## src/rtl/eebl_pkg.sv

```systemverilog
package eebl_pkg;
  localparam int BYTE_W = 8;
  localparam int SEL_W  = 3;

  localparam logic [SEL_W-1:0] SEL_ADDR  = 3'd0;
  localparam logic [SEL_W-1:0] SEL_DATA  = 3'd1;
  localparam logic [SEL_W-1:0] SEL_CTRL  = 3'd2;
  localparam logic [SEL_W-1:0] SEL_BURST = 3'd3;
  localparam logic [SEL_W-1:0] SEL_BASE  = 3'd4;

  typedef enum logic [2:0] {
    ST_IDLE,
    ST_SINGLE,
    ST_CNT,
    ST_ALO,
    ST_AHI,
    ST_DATA
  } eebl_state_e;
endpackage

```

## src/rtl/eebl_regs.sv

```systemverilog
module eebl_regs
  import eebl_pkg::*;
#(
  parameter int EE_AW  = 16,
  parameter int BASE_W = 9
) (
  input  logic                clk,
  input  logic                rst_n,
  input  logic                host_wr,
  input  logic [SEL_W-1:0]    host_sel,
  input  logic [EE_AW-1:0]    host_wdata,
  input  logic                idle,
  input  logic                rd_pend,
  input  logic                wr_pend,
  input  logic                burst_pend,
  input  logic                load_en,
  input  logic [BYTE_W-1:0]   load_byte,
  output logic [EE_AW-1:0]    addr_q,
  output logic [BYTE_W-1:0]   data_q,
  output logic [BASE_W-1:0]   base_q,
  output logic [EE_AW-1:0]    host_rdata,
  output logic                go_read,
  output logic                go_write,
  output logic                go_burst
);
  logic              addr_en, data_en, base_en;
  logic [BYTE_W-1:0] data_d;

  // write decode; requests only accepted when the engine is idle
  always_comb begin
    addr_en  = host_wr && (host_sel == SEL_ADDR);
    base_en  = host_wr && (host_sel == SEL_BASE);
    data_en  = load_en || (host_wr && (host_sel == SEL_DATA));
    data_d   = load_en ? load_byte : host_wdata[BYTE_W-1:0];
    go_write = host_wr && idle && (host_sel == SEL_CTRL) && host_wdata[0];
    go_read  = host_wr && idle && (host_sel == SEL_CTRL) && host_wdata[1] && !host_wdata[0];
    go_burst = host_wr && idle && (host_sel == SEL_BURST) && host_wdata[0];
  end

  always_ff @(posedge clk or negedge rst_n) begin
    if (!rst_n) begin
      addr_q <= '0;
      data_q <= '0;
      base_q <= '0;
    end else begin
      if (addr_en) addr_q <= host_wdata;
      if (data_en) data_q <= data_d;
      if (base_en) base_q <= host_wdata[BASE_W-1:0];
    end
  end

  always_comb begin
    host_rdata = '0;
    case (host_sel)
      SEL_ADDR:  host_rdata = addr_q;
      SEL_DATA:  host_rdata = EE_AW'(data_q);
      SEL_CTRL:  host_rdata = EE_AW'({!idle, rd_pend, wr_pend});
      SEL_BURST: host_rdata = EE_AW'(burst_pend);
      SEL_BASE:  host_rdata = EE_AW'(base_q);
      default:   host_rdata = '0;
    endcase
  end
endmodule

```

## src/rtl/eebl_cursor.sv

```systemverilog
module eebl_cursor #(
  parameter int EE_AW = 16
) (
  input  logic             clk,
  input  logic             rst_n,
  input  logic             step,
  input  logic [EE_AW-1:0] done_addr,
  output logic [EE_AW-1:0] next_addr
);
  // Address that a burst resumes from: 0 out of reset, else last access + 1
  logic [EE_AW-1:0] next_d;

  always_comb next_d = done_addr + EE_AW'(1);

  always_ff @(posedge clk or negedge rst_n) begin
    if (!rst_n)    next_addr <= '0;
    else if (step) next_addr <= next_d;
  end
endmodule

```

## src/rtl/eebl_engine.sv

```systemverilog
module eebl_engine
  import eebl_pkg::*;
#(
  parameter int EE_AW  = 16,
  parameter int MEM_AW = 24,
  parameter int BASE_W = 9
) (
  input  logic                clk,
  input  logic                rst_n,
  input  logic                go_read,
  input  logic                go_write,
  input  logic                go_burst,
  input  logic [EE_AW-1:0]    addr_q,
  input  logic [BYTE_W-1:0]   data_q,
  input  logic [BASE_W-1:0]   base_q,
  input  logic [EE_AW-1:0]    next_addr,
  input  logic                ee_rdy,
  input  logic [BYTE_W-1:0]   ee_rdata,
  output logic                ee_req,
  output logic                ee_we,
  output logic [EE_AW-1:0]    ee_addr,
  output logic [BYTE_W-1:0]   ee_wdata,
  output logic                mem_we,
  output logic [MEM_AW-1:0]   mem_addr,
  output logic [BYTE_W-1:0]   mem_wdata,
  output logic                step,
  output logic                load_en,
  output logic                idle,
  output logic                rd_pend,
  output logic                wr_pend,
  output logic                burst_pend
);
  localparam int LOW_W = MEM_AW - BASE_W;

  eebl_state_e        state_q, state_d;
  logic               req_q, req_d;
  logic               we_q, we_d;
  logic [EE_AW-1:0]   ptr_q, ptr_d;
  logic [BYTE_W-1:0]  wb_q, wb_d;
  logic [BYTE_W-1:0]  cnt_q, cnt_d;
  logic [LOW_W-1:0]   dst_q, dst_d;
  logic               mem_we_d;
  logic [MEM_AW-1:0]  mem_addr_d;
  logic [BYTE_W-1:0]  mem_wdata_d;
  logic               done;

  always_comb begin
    done       = req_q && ee_rdy;
    idle       = (state_q == ST_IDLE);
    rd_pend    = (state_q == ST_SINGLE) && !we_q;
    wr_pend    = (state_q == ST_SINGLE) && we_q;
    burst_pend = !idle && (state_q != ST_SINGLE);
    step       = done;
    load_en    = done && rd_pend;
    ee_req     = req_q;
    ee_we      = we_q;
    ee_addr    = ptr_q;
    ee_wdata   = wb_q;
  end

  always_comb begin
    state_d     = state_q;
    req_d       = req_q;
    we_d        = we_q;
    ptr_d       = ptr_q;
    wb_d        = wb_q;
    cnt_d       = cnt_q;
    dst_d       = dst_q;
    mem_we_d    = 1'b0;
    mem_addr_d  = mem_addr;
    mem_wdata_d = mem_wdata;
    if (state_q == ST_IDLE) begin
      if (go_write || go_read) begin
        state_d = ST_SINGLE;
        ptr_d   = addr_q;
        we_d    = go_write;
        wb_d    = data_q;
      end else if (go_burst) begin
        state_d = ST_CNT;
        ptr_d   = next_addr;
        we_d    = 1'b0;
      end
    end else if (!req_q) begin
      req_d = 1'b1;
    end else if (ee_rdy) begin
      req_d = 1'b0;
      if (state_q != ST_SINGLE) ptr_d = ptr_q + EE_AW'(1);
      unique case (state_q)
        ST_SINGLE: state_d = ST_IDLE;
        ST_CNT: begin
          if (ee_rdata == '0) begin
            state_d = ST_IDLE;
          end else begin
            cnt_d   = ee_rdata;
            state_d = ST_ALO;
          end
        end
        ST_ALO: begin
          dst_d   = LOW_W'(ee_rdata);
          state_d = ST_AHI;
        end
        ST_AHI: begin
          // truncation drops the record's top address bit
          dst_d   = LOW_W'({ee_rdata, dst_q[BYTE_W-1:0]});
          state_d = ST_DATA;
        end
        ST_DATA: begin
          mem_we_d    = 1'b1;
          mem_addr_d  = {base_q, dst_q};
          mem_wdata_d = ee_rdata;
          dst_d       = dst_q + LOW_W'(1);
          cnt_d       = cnt_q - BYTE_W'(1);
          if (cnt_q == BYTE_W'(1)) state_d = ST_CNT;
        end
        default: state_d = ST_IDLE;
      endcase
    end
  end

  always_ff @(posedge clk or negedge rst_n) begin
    if (!rst_n) begin
      state_q   <= ST_IDLE;
      req_q     <= 1'b0;
      we_q      <= 1'b0;
      ptr_q     <= '0;
      wb_q      <= '0;
      cnt_q     <= '0;
      dst_q     <= '0;
      mem_we    <= 1'b0;
      mem_addr  <= '0;
      mem_wdata <= '0;
    end else begin
      state_q   <= state_d;
      req_q     <= req_d;
      we_q      <= we_d;
      ptr_q     <= ptr_d;
      wb_q      <= wb_d;
      cnt_q     <= cnt_d;
      dst_q     <= dst_d;
      mem_we    <= mem_we_d;
      mem_addr  <= mem_addr_d;
      mem_wdata <= mem_wdata_d;
    end
  end
endmodule

```

## src/rtl/eeprom_burst_loader.sv

```systemverilog
module eeprom_burst_loader
  import eebl_pkg::*;
#(
  parameter int EE_AW  = 16,
  parameter int MEM_AW = 24,
  parameter int BASE_W = 9
) (
  input  logic                clk,
  input  logic                rst_n,
  input  logic                host_wr,
  input  logic [SEL_W-1:0]    host_sel,
  input  logic [EE_AW-1:0]    host_wdata,
  output logic [EE_AW-1:0]    host_rdata,
  output logic                ee_req,
  output logic                ee_we,
  output logic [EE_AW-1:0]    ee_addr,
  output logic [BYTE_W-1:0]   ee_wdata,
  input  logic                ee_rdy,
  input  logic [BYTE_W-1:0]   ee_rdata,
  output logic                mem_we,
  output logic [MEM_AW-1:0]   mem_addr,
  output logic [BYTE_W-1:0]   mem_wdata
);
  logic [EE_AW-1:0]  addr_q, next_addr;
  logic [BYTE_W-1:0] data_q;
  logic [BASE_W-1:0] base_q;
  logic go_read, go_write, go_burst;
  logic step, load_en, idle, busy, rd_pend, wr_pend, burst_pend;

  assign busy = !idle;

  eebl_regs #(.EE_AW(EE_AW), .BASE_W(BASE_W)) u_regs (
    .clk(clk), .rst_n(rst_n),
    .host_wr(host_wr), .host_sel(host_sel), .host_wdata(host_wdata),
    .idle(idle), .rd_pend(rd_pend), .wr_pend(wr_pend), .burst_pend(burst_pend),
    .load_en(load_en), .load_byte(ee_rdata),
    .addr_q(addr_q), .data_q(data_q), .base_q(base_q),
    .host_rdata(host_rdata),
    .go_read(go_read), .go_write(go_write), .go_burst(go_burst)
  );

  eebl_cursor #(.EE_AW(EE_AW)) u_cursor (
    .clk(clk), .rst_n(rst_n),
    .step(step), .done_addr(ee_addr), .next_addr(next_addr)
  );

  eebl_engine #(.EE_AW(EE_AW), .MEM_AW(MEM_AW), .BASE_W(BASE_W)) u_engine (
    .clk(clk), .rst_n(rst_n),
    .go_read(go_read), .go_write(go_write), .go_burst(go_burst),
    .addr_q(addr_q), .data_q(data_q), .base_q(base_q), .next_addr(next_addr),
    .ee_rdy(ee_rdy), .ee_rdata(ee_rdata),
    .ee_req(ee_req), .ee_we(ee_we), .ee_addr(ee_addr), .ee_wdata(ee_wdata),
    .mem_we(mem_we), .mem_addr(mem_addr), .mem_wdata(mem_wdata),
    .step(step), .load_en(load_en), .idle(idle),
    .rd_pend(rd_pend), .wr_pend(wr_pend), .burst_pend(burst_pend)
  );
endmodule

```

## config.mk

```make
export PLATFORM = sky130hd
export DESIGN_NAME = eeprom_burst_loader
export DESIGN_NICKNAME = d
export VERILOG_FILES = /design/src/rtl/eebl_pkg.sv /design/src/rtl/eebl_regs.sv /design/src/rtl/eebl_cursor.sv /design/src/rtl/eebl_engine.sv /design/src/rtl/eeprom_burst_loader.sv
export SDC_FILE = /design/constraint.sdc
export NUM_CORES = 1
export LEC_CHECK = 0
export BUFFER_PORTS_ARGS = -buffer_cell sky130_fd_sc_hd__buf_2
export CAP_MARGIN = 30
export CORE_MARGIN = 1.5
export CORE_UTILIZATION = 40
export CTS_CLUSTER_DIAMETER = 200
export DETAILED_ROUTE_END_ITERATION = 10
export PLACE_DENSITY = 0.6
export SYNTH_ARGS = -nofsm -noshare
export SYNTH_HDL_FRONTEND = slang
export SYNTH_SLANG_ARGS = --single-unit
```

## constraint.sdc

```tcl
create_clock -name clk -period 4.1 [get_ports clk]
set_input_delay 0.205 -clock clk [delete_from_list [all_inputs] [get_ports clk]]
set_output_delay 0.205 -clock clk [all_outputs]
set_load 0.02 [all_outputs]
```

==> flow_summary.toml <==
[outcome]
outcome = "finished clean"

[route]
vias = 5385
routed_wl_mm = 17.4
drcViolationCount = 0
drtPass1Iterations = 5
drtIter0Drc = 327
wl_per_cell_microns = 17.7
vias_per_cell = 5.46
postRouteAntennaNets = 0

[power_and_ir_drop]
pwr-share-seq_pct = 40.4
p_per_area_nw_per_um2 = 714
p_leak_nw = 3.69
ir_drop_mv = 0.354
p_switching_mw = 2.22
p_sw_share_pct = 38.2
p_int_mw = 3.59
p_comb_share_pct = 34.8
power_frac_clock_pct = 24.8

[timing]
finalSetupViolCount = 0
rsz0062_at_grt = "false"
fmax_ghz = 0.399
fin_crit_ns = 2.51
worstMarginPinSlew_ns = 0.923
finalSetupTns_ns = 0
drv_slew = 0
fin_skew_ns = 0.00860
period_share_pct = 61.2
slew_headroom_pct = 38.5
hold_viol = 0

[logic_synthesis]
netlist_instances = 659
ys_types = 51
synth_top_cell_area_share_pct = 49.3
yosysMostFrequentCell = "dfrtp_1"
async_flop_share_pct = 100
yosysTopAreaCell = "dfrtp_1"
seq_area_frac_synth_pct = 49.3
syn_avg_cell_area_sq_um = 10.3
synth_nets = 694
synth.area.top_cells = "dfrtp_1, mux2_2, o21ai_0"
synth-edff-count = 0
synth_commonest_cells = "dfrtp_1, mux2_2, o21ai_0"
synth_seq_cells = 134
yosysWarnings = 0
syn_area_sq_um = 6810
ys.flop_type = "dfrtp_1"

[final_layout]
fin_nets = 792
stdcell_area_sq_um = 8140
post-route-util_pct = 49.1
syn_to_final_growth_pct = 19.6
drive_gt1_share_pct = 29.6
num_antenna_cells = 0

[worst_setup_path]
worstPathCellList = "nand2b_1, a211oi_1, o21ai_0, buf_2, o21ai_0, o21ai_0"
cp_num_buf_inv = 1
critPathLaunchType = "flop"
crit_path_max_incr_delay_ns = 0.74
path_common_cell = "o21ai_0"
crit_arrival_ns = 2.80
r2r_slack_ns = 1.59
cp_max_fo = 11
worstPathRequired_ns = 4.39
cp_top_family = "compound AO/OA/AOI/OAI gates"
slowest_stage = "a211oi_1"
setup.worst_path.end_class = "flop"
critical_path_class = "reg -> reg"

[grt]
grt_antenna_before_repair = 0
grt.total_usage_pct = 20.3
overflow = 0
grt_max_degree = 108
grt_pass1_wl_mm = 28.2
grt_pass1_vias = 5156

[cts]
cts_max_path_buffers = 2
cts_buffers = 17
h-tree-depth = 4
cts_tree = "done"
cts_root_buf = "clkbuf_16"
clk_latency_ns = 0.43
cts_resized = 0
clkSinkCount = 134
clkSlewWorstSetupHoldPaths_ns = 0.05

[floorplanning]
die_area_sq_um = 17800
die_h_microns = 133
rows = 47
chipWidth_microns = 133
ios = 106
core_sq_um = 16600
initial_utilization_pct = 41.1

[place]
place_area_sq_um = 7540
port_buffers = 105
hpwl_mm = 12.0
routabilityCongestion = 0.814

[run]
max_cap_violations = 0

[min_path]
hold_class = "in -> reg"
## routing by layer
metal	global-route usage [%]	vias to the layer above	wire (microns)
met5	0	-	0
met4	6.76	0	295
met3	3.96	22	878
met2	31.6	164	8160
met1	28.4	2641	8090
li1	-	2558	-
## worst paths after layout
check	start	to	cells after the start
max reg2reg	u_engine.state_q[2]	u_engine.cnt_q[4]	6
min in group asynchronous	rst_n	u_engine.mem_addr[17]	2
max in group asynchronous	rst_n	u_cursor.next_addr[7]	4
max	u_engine.state_q[2]	u_engine.cnt_q[4]	6
min	host_wdata[10]	u_regs.addr_q[10]	2
min reg2reg	u_cursor.next_addr[7]	u_cursor.next_addr[7]	2
## power by group through the flow
stage	clock network [mW]	registers, mW	logic [mW]
3_3_place_gp	0	2.33	1.92
2_1_floorplan	0	2.45	1.24
5_1_grt	1.52	2.43	2.24
4_1_cts	1.46	2.34	2.03
3_5_place_dp	0	2.36	2.02
6_report	1.44	2.35	2.02
## kinds of logic (layout without fill, tap and decap cells)
kind of cell	after synthesis	after routing	share of synthesized area (%)
flops	134	134	49.3
fa+ha+maj	4	4	0.735
buf+inv	51	159	3.44
mux	103	103	16.5
xor+xnor	14	14	1.80
simple gates	190	190	14.1
compound gates	163	163	14.2
## per-stage QoR
step	worst slack, ns	hold WS, ns	instances	total power, mW
6_report	1.59	0.0143	987	5.81
5_1_grt	1.29	0.00702	987	6.19
4_1_cts	1.64	0.00306	985	5.83
3_5_place_dp	1.66	0.415	955	4.37
3_3_place_gp	1.39	0.403	952	4.25
2_1_floorplan	2.21	-0.0906	659	3.69
## sequential cells by signal, indices dropped and copies added (netlist names), 9 cells and up
| register | cells |
|---|---|
| u_cursor.next_addr | 16 |
| u_regs.addr_q | 16 |
| u_engine.mem_addr | 24 |
| u_regs.base_q | 9 |
| u_engine.ee_addr | 16 |
| u_engine.dst_q | 15 |
## cell usage in the layout, fill, tap and decap left out, drive strengths merged, types with 5 or more instances in the layout
cell     netlist  layout
buf           19     118
o22ai          5       5
a21oi         47      47
nand2         51      51
nor3          15      15
nand3         17      17
clkbuf        22      27
a2bb2oi        9       9
mux2i         30      30
mux2          73      73
inv           10      10
o21ai         71      71
dfrtp        134     134
nor2          53      53
and2          11      11
xor2          10      10
o22a           7       7
nor4          10      10
a32oi          5       5
## final cells by class
| cell class | instances | area, sq um |
|---|---|---|
| flip-flops and latches | 134 | 3350 |
| repair buffers | 120 | 692 |
| clock buffers | 26 | 509 |
| multi-input cells | 474 | 3230 |
| fillers | 1584 | 8440 |
| clock inverters | 3 | 42.5 |
| well taps | 220 | 275 |
| inverters | 10 | 37.5 |
## repair_timing
item | 4_1_cts | 5_1_grt
buffers inserted | 0 | 0
hold endpoints to repair | 106 | 0
hold buffers | 1 | 0
Note: power is estimated with default switching activity, not from simulation.
